`src/rtl/eecfg_pkg.sv`:
```
package eecfg_pkg;
   localparam int DATA_W   = 8;
   localparam int BIT_DBG  = 7;
   localparam int BIT_SHD  = 6;
   localparam int BIT_TST1 = 5;
   localparam int BIT_TST0 = 4;
   localparam int BIT_WAIT = 2;

   typedef struct packed {
      logic       dbg_off;
      logic       shadow_off;
      logic [1:0] test;
      logic       rsv3;
      logic       wait_stop;
      logic [1:0] rsv10;
   } cfg_t;
endpackage

```
`src/rtl/eecfg_regfile.sv`:
```
module eecfg_regfile
   import eecfg_pkg::*;
#(
   parameter int                ADDR_W   = 16,
   parameter logic [ADDR_W-1:0] REG_ADDR = 'h00F0
) (
   input  logic              clk,
   input  logic              rst_n,
   input  logic [ADDR_W-1:0] bus_addr,
   input  logic              bus_we,
   input  logic [DATA_W-1:0] bus_wdata,
   input  logic [DATA_W-1:0] shadow_byte,
   input  logic              special_n,
   output cfg_t              cfg,
   output logic [DATA_W-1:0] rdata
);
   logic hit;
   logic wr;
   logic prot_ok;

   assign hit     = (bus_addr == REG_ADDR);
   assign wr      = hit && bus_we;
   assign prot_ok = !special_n;

   always_ff @(posedge clk) begin
      if (!rst_n) begin
         cfg            <= '0;
         cfg.dbg_off    <= shadow_byte[BIT_DBG];
         cfg.shadow_off <= shadow_byte[BIT_SHD];
         cfg.test       <= shadow_byte[BIT_TST1:BIT_TST0];
      end else if (wr) begin
         if (prot_ok) begin
            cfg.dbg_off    <= bus_wdata[BIT_DBG];
            cfg.shadow_off <= bus_wdata[BIT_SHD];
         end
         cfg.wait_stop <= bus_wdata[BIT_WAIT];
      end
   end

   assign rdata = hit ? DATA_W'(cfg) : '0;

   AST_RESET_LOAD: assert property (@(posedge clk) disable iff (!rst_n)
      $rose(rst_n) |-> (cfg[7:4] == $past(shadow_byte[7:4]) && !cfg.wait_stop));
   AST_PROT_HOLD: assert property (@(posedge clk) disable iff (!rst_n)
      (special_n && $past(rst_n)) |=> ($stable(cfg.dbg_off) && $stable(cfg.shadow_off)));
   AST_TEST_RO: assert property (@(posedge clk) disable iff (!rst_n)
      $past(rst_n) |-> $stable(cfg.test));
   AST_WAIT_WR: assert property (@(posedge clk) disable iff (!rst_n)
      wr |=> (cfg.wait_stop == $past(bus_wdata[BIT_WAIT])));
endmodule

```
`src/rtl/eecfg_remap.sv`:
```
module eecfg_remap
   import eecfg_pkg::*;
#(
   parameter int                ADDR_W      = 16,
   parameter logic [ADDR_W-1:0] SHADOW_ADDR = 'h0FC0,
   parameter logic [1:0]        TEST_SAFE   = 2'b11,
   parameter bit                REMAP_EN    = 1'b1
) (
   input  logic [ADDR_W-1:0] ee_addr,
   input  logic              ee_pgm,
   input  logic [DATA_W-1:0] ee_pgm_data,
   input  logic              ee_bulk,
   input  logic              shadow_off,
   output logic              shadow_sel,
   output logic              bulk_incl_shadow,
   output logic              test_warn
);
   logic addr_match;
   assign addr_match = (ee_addr == SHADOW_ADDR);

   generate
      if (REMAP_EN) begin : g_remap
         assign shadow_sel       = addr_match && !shadow_off;
         assign bulk_incl_shadow = ee_bulk && !shadow_off;
      end else begin : g_no_remap
         assign shadow_sel       = 1'b0;
         assign bulk_incl_shadow = 1'b0;
      end
   endgenerate

   assign test_warn = ee_pgm && shadow_sel &&
                      (ee_pgm_data[BIT_TST1:BIT_TST0] != TEST_SAFE);

   always_comb begin
      AST_SEL_ADDR: assert (!shadow_sel || addr_match);
      AST_WARN_SHADOW: assert (!test_warn || (shadow_sel && ee_pgm));
   end
endmodule

```
`src/rtl/eecfg_clkgate.sv`:
```
module eecfg_clkgate (
   input  logic wait_mode,
   input  logic wait_stop,
   output logic mod_clk_en
);
   assign mod_clk_en = !(wait_mode && wait_stop);

   always_comb begin
      AST_CLK_RUN: assert (wait_mode || mod_clk_en);
   end
endmodule

```
`src/rtl/eecfg_ctrl.sv`:
```
module eecfg_ctrl
   import eecfg_pkg::*;
#(
   parameter int                ADDR_W      = 16,
   parameter logic [ADDR_W-1:0] REG_ADDR    = 'h00F0,
   parameter logic [ADDR_W-1:0] SHADOW_ADDR = 'h0FC0,
   parameter logic [1:0]        TEST_SAFE   = 2'b11,
   parameter bit                REMAP_EN    = 1'b1
) (
   input  logic              clk,
   input  logic              rst_n,
   input  logic [ADDR_W-1:0] bus_addr,
   input  logic              bus_we,
   input  logic [7:0]        bus_wdata,
   output logic [7:0]        bus_rdata,
   input  logic [7:0]        shadow_byte,
   input  logic              special_n,
   input  logic              wait_mode,
   input  logic [ADDR_W-1:0] ee_addr,
   input  logic              ee_pgm,
   input  logic [7:0]        ee_pgm_data,
   input  logic              ee_bulk,
   output logic              shadow_sel,
   output logic              bulk_incl_shadow,
   output logic              test_warn,
   output logic              dbg_lockout_en,
   output logic              mod_clk_en
);
   generate
      if (ADDR_W < 12) begin : g_bad_width
         $error("eecfg_ctrl: ADDR_W too narrow for shadow address");
      end
      if (REG_ADDR == SHADOW_ADDR) begin : g_bad_map
         $error("eecfg_ctrl: register and shadow addresses collide");
      end
   endgenerate

   cfg_t cfg;

   eecfg_regfile #(.ADDR_W(ADDR_W), .REG_ADDR(REG_ADDR)) u_reg (
      .clk(clk), .rst_n(rst_n), .bus_addr(bus_addr), .bus_we(bus_we),
      .bus_wdata(bus_wdata), .shadow_byte(shadow_byte), .special_n(special_n),
      .cfg(cfg), .rdata(bus_rdata)
   );

   eecfg_remap #(.ADDR_W(ADDR_W), .SHADOW_ADDR(SHADOW_ADDR),
                 .TEST_SAFE(TEST_SAFE), .REMAP_EN(REMAP_EN)) u_remap (
      .ee_addr(ee_addr), .ee_pgm(ee_pgm), .ee_pgm_data(ee_pgm_data),
      .ee_bulk(ee_bulk), .shadow_off(cfg.shadow_off),
      .shadow_sel(shadow_sel), .bulk_incl_shadow(bulk_incl_shadow),
      .test_warn(test_warn)
   );

   eecfg_clkgate u_gate (
      .wait_mode(wait_mode), .wait_stop(cfg.wait_stop), .mod_clk_en(mod_clk_en)
   );

   assign dbg_lockout_en = !cfg.dbg_off;

   AST_LOCKOUT: assert property (@(posedge clk) disable iff (!rst_n)
      (bus_we && bus_addr == REG_ADDR && !special_n) |=>
         (dbg_lockout_en == !$past(bus_wdata[BIT_DBG])));
   AST_BULK_OFF: assert property (@(posedge clk) disable iff (!rst_n)
      !ee_bulk |-> !bulk_incl_shadow);
endmodule

```
`config.mk`:
```
export PLATFORM = sky130hd
export DESIGN_NAME = eecfg_ctrl
export DESIGN_NICKNAME = d
export VERILOG_FILES = /design/src/rtl/eecfg_pkg.sv /design/src/rtl/eecfg_regfile.sv /design/src/rtl/eecfg_remap.sv /design/src/rtl/eecfg_clkgate.sv /design/src/rtl/eecfg_ctrl.sv
export SDC_FILE = /design/constraint.sdc
export NUM_CORES = 1
export LEC_CHECK = 0
export ABC_AREA = 0
export BUFFER_PORTS_ARGS = -buffer_cell sky130_fd_sc_hd__buf_2
export CORE_UTILIZATION = 24
export CTS_BUF_LIST = sky130_fd_sc_hd__clkbuf_8
export DETAILED_ROUTE_END_ITERATION = 10
export PLACE_DENSITY = 0.84
export SYNTH_ARGS = -nofsm -noshare
export SYNTH_HDL_FRONTEND = slang
export SYNTH_HIERARCHICAL = 1
export SYNTH_SLANG_ARGS = --single-unit
```
`constraint.sdc`:
```
create_clock -name clk -period 1.7 [get_ports clk]
set_input_delay 0.255 -clock clk [delete_from_list [all_inputs] [get_ports clk]]
set_output_delay 0.255 -clock clk [all_outputs]
set_load 0.02 [all_outputs]
```
==> impl_metrics.yaml, run 1 <==
timing:
  setup_violations: 5
  rsz0062_at_grt: "yes"
  finalWorstSetupSlack_ns: -0.1163
  final.period_utilization: 1.068
  maxSlewViolCount: 0
  achievable-frequency_mhz: 550.6
  report.final.hold_viol_count: 0
  final_worst_clock_skew_ns: 0
  period_minus_slack_ns: 1.816
final_layout:
  fillCellCount: 150
  fin_util: 0.5390
  fin_area_um2: 830.8
  top_register: "u_reg/cfg"
  multi_input_comb_area_um2: 256.5
  largest_reg_flops: 5
  areaGrowthSynthToFinish_pct: 104.9
  mostFrequentLayoutCell: "sky130_fd_sc_hd__buf_2"
  layout_top_registers: "u_reg/cfg: 5 flops"
  antennaDiodeCount: 0
  mostFrequentLayoutCells: "sky130_fd_sc_hd__buf_2 (49), sky130_fd_sc_hd__buf_6 (7), sky130_fd_sc_hd__nand2_1 (6), sky130_fd_sc_hd__buf_4 (5), sky130_fd_sc_hd__and2_4 (5)"
  finalNetCount: 168
  final-seq-area_um2: 140.1
  post_route_cells_drive_above_1_share: 0.7596
grt:
  grt.total_usage: 0.1235
  grt_util_met2: 0.2358
  use_met3: 0.02979
  grt_overflow: 0
  gr-usage-met1: 0.1065
  first_global_vias: 481
  globalRoute.busiestLayer: "met2"
  pin_count_of_the_biggest_net_entering_global_routing: 7
  antenna_found_initial: 0
  wire_length_of_the_first_global_routing_pass_mm: 1.683
placed_design:
  buffer_ports.inserted: 57
  gp_congestion: 0.6891
  dp_slack_ns: -0.1922
  dp_hpwl_um: 954.5
  postPlaceCellArea_um2: 714.4
logic_synthesis:
  synthesis.instances: 40
  ys_warn_count: 6
  syn_avg_cell_area_um2: 10.13
  mapped_cell_area_um2: 405.4
critical_path:
  path_max_fanout: 6
  cpPeakStageDelay_ns: 0.53
  timing_worst_setup_path_type: "input port to output pin"
  worst_path_max_delay_cell: "sky130_fd_sc_hd__or4_4"
  timing.critical_path.from_type: "input port"
  worst_path_dominant_cell_family: "simple AND/OR/NAND/NOR gates"
  cp.buffers_inverters: 3
  crit_path_end_kind: "output pin"
  critPathRequiredTime_ns: 1.44
  arrival_ns: 1.56
  timing.critical_path.mode_cell: "sky130_fd_sc_hd__buf_6"
  crit_path_cells: "buf_6 > or4_4 > nor4_4 > buf_4 > and2_4 > buf_6"
die:
  core-area_um2: 1541
  floorplan.initialDensity: 0.2630
  chipWidth_um: 43.10
  floorplan.io_pins: 76
  fp-row-count: 14
  die_height_um: 43.10
  fp.dieArea_um2: 1858
route:
  dr.first_iter.drc_count: 2
  post-route-drc-count: 0
  num_vias: 525
  first_pass_iters: 4
  vias_per_cell: 4.375
  wire_length_reported_by_the_detailed_router_mm: 1.098
  final_antenna_net_count: 0
  wl_per_cell_um: 9.150
outcome:
  outcome: "finished, violations left"
  violations: "setup timing"
cts:
  clk_path_buf_depth: 2
  tritoncts: "yes"
  worstSkewPairLatency_ns: 0.22
  cts.hold.buffers_added: 0
  h-tree-depth: 1
  cts.sink_count: 5
  cts_inserted_buffers: 3
  clock-root-buffer: "sky130_fd_sc_hd__clkbuf_8"
  cts.reportedPaths.clkPinSlew_ns: 0.03
run:
  cap_violations: 0
power:
  vdd_ir_drop_max_mv: 0.4497
  power_leakage_nw: 0.4414
  pwrdens_nw_per_um2: 545.9
hold_path:
  hold_path_class: "input port to flip-flop"
==> layer usage <==
| metal | routed length, um | vias up |
|---|---|---|
| li1 | - | 267 |
| met1 | 367 | 214 |
| met2 | 559 | 41 |
| met3 | 146 | 3 |
| met4 | 24 | 0 |
| met5 | 0 | - |
==> stage by stage <==
step | cells | hold WS [ns] | TNS [ns] | total power, mW
6_report | 120 | 0.2088 | -0.5669 | 0.4535
5_1_grt | 120 | 0.2061 | -1.083 | 0.4741
3_3_place_gp | 114 | 0.4334 | -1.116 | 0.2340
4_1_cts | 119 | 0.2056 | -0.7502 | 0.4561
2_1_floorplan | 42 | 0.3539 | 0 | 0.1813
3_5_place_dp | 114 | 0.4359 | -1.235 | 0.2367
==> final timing paths <==
check / start / to / slack (ns) / cells past startpoint
setup reg to reg: u_reg/cfg[2] / u_reg/cfg[2] / 1.10 / 2
hold reg to reg: u_reg/cfg[2] / u_reg/cfg[2] / 0.49 / 2
setup / recovery: bus_addr[3] / bus_rdata[7] / -0.12 / 6
hold / removal: shadow_byte[5] / u_reg/cfg[5] / 0.21 / 1
==> repair_timing <==
item | 4_1_cts | 5_1_grt
setup endpoints to repair | 5 | 8
resized for setup | 16 | 2
buffers inserted | 1 | 1
pin swaps | 6 | 4
==> area by class of cell <==
| cell class | instances | share of cell area |
|---|---|---|
| Inverter | 2 | 0.009036 |
| Clock buffer | 3 | 0.04970 |
| Timing Repair Buffer | 61 | 0.4352 |
| Tap cell | 16 | 0.02410 |
| Sequential cell | 5 | 0.1687 |
| Multi-Input combinational cell | 32 | 0.3087 |
| Clock inverter | 1 | 0.004518 |
==> power by group <==
| part | internal, mW | switching [mW] | total (mW) | leakage (nW) |
|---|---|---|---|---|
| registers | 0.143 | 0.00400 | 0.147 | 0.0472 |
| logic | 0.0566 | 0.0369 | 0.0935 | 0.367 |
| clock network | 0.155 | 0.0585 | 0.213 | 0.0269 |
No activity file was read; power rests on OpenSTA's default activity.
==> inputs of run 2 (changes only) <==
PLACE_DENSITY = 0.78   (was 0.84)
==> run 2 against run 1 <==
Net effect:
- the run still ends with setup timing left
- global-route usage rose by 1.8 points
- die area did not move
- maximum frequency fell by 0.44%
- sequential power barely moved
- count of clock-buffer cells in the layout did not move
- combinational power rose by 1%
- critical path type unchanged
==> impl_metrics.yaml, run 2 (synthesis results as in run 1) <==
cts:
  clock-root-buffer: "sky130_fd_sc_hd__clkbuf_8"
  cts.hold.buffers_added: 0
  h-tree-depth: 1
  worstSkewPairLatency_ns: 0.22
  clk_path_buf_depth: 2
  cts.sink_count: 5
  tritoncts: "yes"
  cts_inserted_buffers: 3
  cts.reportedPaths.clkPinSlew_ns: 0.04
critical_path:
  timing_worst_setup_path_type: "input port to output pin"
  path_max_fanout: 6
  arrival_ns: 1.57
  crit_path_end_kind: "output pin"
  critPathRequiredTime_ns: 1.44
  timing.critical_path.from_type: "input port"
power:
  pwrdens_nw_per_um2: 535.3
  power_leakage_nw: 0.4522
  vdd_ir_drop_max_mv: 0.2955
final_layout:
  fillCellCount: 140
  layout_top_registers: "u_reg/cfg: 5 flops"
  post_route_cells_drive_above_1_share: 0.7596
  largest_reg_flops: 5
  antennaDiodeCount: 0
  mostFrequentLayoutCell: "sky130_fd_sc_hd__buf_2"
  mostFrequentLayoutCells: "sky130_fd_sc_hd__buf_2 (49), sky130_fd_sc_hd__buf_6 (8), sky130_fd_sc_hd__nand2_1 (6), sky130_fd_sc_hd__and2_4 (5)"
  top_register: "u_reg/cfg"
  finalNetCount: 168
  areaGrowthSynthToFinish_pct: 109.0
  final_cell_count_no_fill: 120
route:
  final_antenna_net_count: 0
  first_pass_iters: 2
  post-route-drc-count: 0
  dr.first_iter.drc_count: 2
  num_vias: 525
  wl_per_cell_um: 10.78
  vias_per_cell: 4.375
  wire_length_reported_by_the_detailed_router_mm: 1.294
die:
  chipWidth_um: 43.10
  floorplan.initialDensity: 0.2630
  floorplan.io_pins: 76
  core-area_um2: 1541
  fp-row-count: 14
  die_height_um: 43.10
  fp.dieArea_um2: 1858
run:
  cap_violations: 0
timing:
  final_worst_clock_skew_ns: 0
  achievable-frequency_mhz: 548.2
  setup_violations: 7
  rsz0062_at_grt: "yes"
  period_minus_slack_ns: 1.824
  finalWorstSetupSlack_ns: -0.1243
  final.period_utilization: 1.073
  report.final.hold_viol_count: 0
  setup_tns_ns: -0.8022
  maxSlewViolCount: 0
hold_path:
  hold_path_class: "input port to flip-flop"
outcome:
  outcome: "finished, violations left"
  violations: "setup timing"
grt:
  antenna_found_initial: 0
  pin_count_of_the_biggest_net_entering_global_routing: 7
  grt.total_usage: 0.1417
  wire_length_of_the_first_global_routing_pass_mm: 1.987
  first_global_vias: 503
  grt_overflow: 0
placed_design:
  gp_congestion: 0.6824
  place_inst: 113
  dp_slack_ns: -0.2269
  buffer_ports.inserted: 57
## run 2: cell counts in the layout (fill, tap and decap cells not counted)
No cell type changed its count.
## run 2: repair_timing
item / 4_1_cts / 5_1_grt
gates resized for setup: 16 / 5
setup endpoints to repair: 5 / 8
pin swaps: 6 / 4
setup buffers: 2 / 1
## run 2: worst paths after layout
kind                                startpoint           end  slack (ns)  cells past startpoint
worst min-delay path            shadow_byte[5]  u_reg/cfg[5]        0.21                      1
worst max register to register    u_reg/cfg[2]  u_reg/cfg[2]        1.12                      2
worst max-delay path               bus_addr[3]  bus_rdata[6]       -0.12                      6
worst min register to register    u_reg/cfg[2]  u_reg/cfg[2]        0.48                      2
## run 2: layer usage
layer	routed length, um	global-route usage	share of wire	vias to the layer above
met2	729	0.2567	0.56	33
met1	405	0.1377	0.31	221
met3	144	0.04255	0.11	2
li1	-	-	-	269
met5	0	0	0	-
met4	14	0.08485	0.011	0
## run 2: per-stage QoR
step	power, mW	utilization	instance area [um2]	hold slack, ns
final	0.4535	0.5495	847.1	0.2133
after global placement	0.2345	0.4586	706.9	0.4330
after CTS	0.4568	0.5284	814.5	0.2100
after global routing	0.4805	0.5495	847.1	0.2069
after detailed placement	0.2383	0.4586	706.9	0.4365
after floorplan	0.1813	-	416.7	0.3539
## run 2: power breakdown
group	internal, mW	switching, mW	leakage [nW]
Clock	0.155	0.0568	0.0269
Combinational	0.0550	0.0395	0.378
Sequential	0.143	0.00465	0.0472
## run 2: layout make-up
cell class	instances	area, um2	area share
tap	16	20.02	0.02363
sequential	5	140.1	0.1654
clock inverter	1	3.754	0.004431
timing repair buffer	61	365.4	0.4313
multi-input combinational	32	269.0	0.3176
inverter	2	7.507	0.008863
clock buffer	3	41.29	0.04874
## run 2: critical path: stages
cell and delay (ns):
sky130_fd_sc_hd__buf_6 0.09, sky130_fd_sc_hd__or4_4 0.54, sky130_fd_sc_hd__nor4_4 0.27, sky130_fd_sc_hd__buf_4 0.17, sky130_fd_sc_hd__and2_4 0.14, sky130_fd_sc_hd__buf_6 0.11
==> inputs of run 3 (changes only) <==
CELL_PAD_IN_SITES_DETAIL_PLACEMENT = 0   (was not set)
CELL_PAD_IN_SITES_GLOBAL_PLACEMENT = 1   (was not set)
CORE_ASPECT_RATIO = 1.75   (was not set)
CORE_UTILIZATION = 14   (was 24)
PLACE_DENSITY = 0.77   (was 0.78)
REMOVE_ABC_BUFFERS = 1   (was not set)
==> run 3 against run 2 <==
Net effect:
- the run still ends with setup timing left
- cell area rose by 2.5%
- die area rose by 68%
- register-to-register slack barely moved
- global-route usage fell by 7.1 points
- first-iteration DRC count fell by 50%
- sequential share of layout area fell by 0.41 points
- sequential power barely moved
- combinational power rose by 1%
- clock power barely moved
- via count rose by 1.9%
- worst hold slack got worse by 0.0031 ns
- count of clock-buffer cells in the layout did not move
==> impl_metrics.yaml, run 3 (synthesis results as in run 1) <==
die:
  fp.dieArea_um2: 3123
  die_height_um: 73.19
  floorplan.io_pins: 76
  fp-row-count: 25
  chipWidth_um: 42.68
  floorplan.initialDensity: 0.1490
  core-area_um2: 2721
grt:
  antenna_found_initial: 0
  grt_util_met2: 0.1229
  first_global_vias: 454
  grt.total_usage: 0.07029
  wire_length_of_the_first_global_routing_pass_mm: 1.656
  grt_overflow: 0
  use_met3: 0.02475
  pin_count_of_the_biggest_net_entering_global_routing: 7
  gr-usage-met1: 0.06466
  globalRoute.busiestLayer: "met2"
final_layout:
  top_register: "u_reg/cfg"
  largest_reg_flops: 5
  areaGrowthSynthToFinish_pct: 114.2
  fin_area_um2: 868.3
  post_route_cells_drive_above_1_share: 0.7619
  fillCellCount: 295
  final_cell_count_no_fill: 132
  antennaDiodeCount: 0
  finalNetCount: 169
  mostFrequentLayoutCells: "sky130_fd_sc_hd__buf_2 (49), sky130_fd_sc_hd__buf_6 (8), sky130_fd_sc_hd__nand2_1 (6), sky130_fd_sc_hd__buf_4 (5), sky130_fd_sc_hd__and2_4 (5)"
  mostFrequentLayoutCell: "sky130_fd_sc_hd__buf_2"
  layout_top_registers: "u_reg/cfg: 5 flops"
route:
  wl_per_cell_um: 8.939
  vias_per_cell: 4.053
  post-route-drc-count: 0
  final_antenna_net_count: 0
  wire_length_reported_by_the_detailed_router_mm: 1.180
  num_vias: 535
  first_pass_iters: 2
  dr.first_iter.drc_count: 1
timing:
  maxSlewViolCount: 0
  finalWorstSetupSlack_ns: -0.1233
  final_worst_clock_skew_ns: 0
  setup_violations: 7
  final.period_utilization: 1.073
  setup_tns_ns: -0.7278
  report.final.hold_viol_count: 0
  period_minus_slack_ns: 1.823
  timing.hold.ws_ns: 0.2102
  rsz0062_at_grt: "yes"
  achievable-frequency_mhz: 548.5
cts:
  cts.reportedPaths.clkPinSlew_ns: 0.03
  worstSkewPairLatency_ns: 0.22
  tritoncts: "yes"
  clock-root-buffer: "sky130_fd_sc_hd__clkbuf_8"
  h-tree-depth: 1
  clk_path_buf_depth: 2
  cts.sink_count: 5
  cts_inserted_buffers: 3
critical_path:
  timing.critical_path.from_type: "input port"
  timing_worst_setup_path_type: "input port to output pin"
  crit_path_end_kind: "output pin"
  critPathRequiredTime_ns: 1.44
  arrival_ns: 1.57
  path_max_fanout: 6
placed_design:
  gp_congestion: 0.5745
  place_inst: 124
  buffer_ports.inserted: 57
  dp_hpwl_mm: 1.007
  postPlaceCellArea_um2: 716.9
power:
  power_leakage_nw: 0.4569
  vdd_ir_drop_max_mv: 0.4234
  pwrdens_nw_per_um2: 523.9
outcome:
  outcome: "finished, violations left"
  violations: "setup timing"
hold_path:
  hold_path_class: "input port to flip-flop"
run:
  cap_violations: 0
## run 3: cell type report
| cell class | instances | area, um2 | area share |
|---|---|---|---|
| Clock inverter | 1 | 3.754 | 0.004323 |
| Multi-Input combinational cell | 32 | 269.0 | 0.3098 |
| Clock buffer | 3 | 41.29 | 0.04755 |
| Timing Repair Buffer | 62 | 372.9 | 0.4294 |
| Inverter | 2 | 7.507 | 0.008646 |
| Sequential cell | 5 | 140.1 | 0.1614 |
| Tap cell | 27 | 33.78 | 0.03890 |
## run 3: per-stage QoR
stage	power [mW]	util	worst slack, ns
6_report	0.4549	0.3191	-0.1233
3_3_place_gp	0.2332	0.2634	-0.2283
3_5_place_dp	0.2359	0.2634	-0.2362
2_1_floorplan	0.1757	-	-0.01416
5_1_grt	0.4826	0.3191	-0.1535
4_1_cts	0.4586	0.3021	-0.1700
## run 3: metal layers
layer / vias up / wire [um]
li1: 268 / -
met1: 217 / 374
met2: 48 / 596
met3: 2 / 194
met4: 0 / 14
met5: - / 0
## run 3: power breakdown
group | internal (mW) | switching, mW
Sequential | 0.143 | 0.00437
Combinational | 0.0572 | 0.0384
Clock | 0.155 | 0.0573
## run 3: repair_timing
| item | in CTS | in global routing |
|---|---|---|
| gates resized for setup | 15 | 7 |
| pin swaps | 7 | 4 |
| buffers inserted | 1 | 3 |
| hold buffers | 0 | 0 |
| gates cloned | 0 | 0 |
| endpoints found under the setup margin | 7 | 9 |
## run 3: path summary, 6_finish.rpt
check                      start      endpoint  slack [ns]  cells after the start
setup / recovery     bus_addr[2]  bus_rdata[7]       -0.12                      6
hold / removal    shadow_byte[4]  u_reg/cfg[4]        0.21                      1
hold reg to reg     u_reg/cfg[2]  u_reg/cfg[2]        0.48                      2
setup reg to reg    u_reg/cfg[2]  u_reg/cfg[2]        1.11                      2
## run 3: critical path, stage by stage
cell and delay [ns]:
sky130_fd_sc_hd__buf_6 0.09, sky130_fd_sc_hd__or4_4 0.54, sky130_fd_sc_hd__nor4_4 0.27, sky130_fd_sc_hd__buf_4 0.17, sky130_fd_sc_hd__and2_4 0.14, sky130_fd_sc_hd__buf_6 0.10
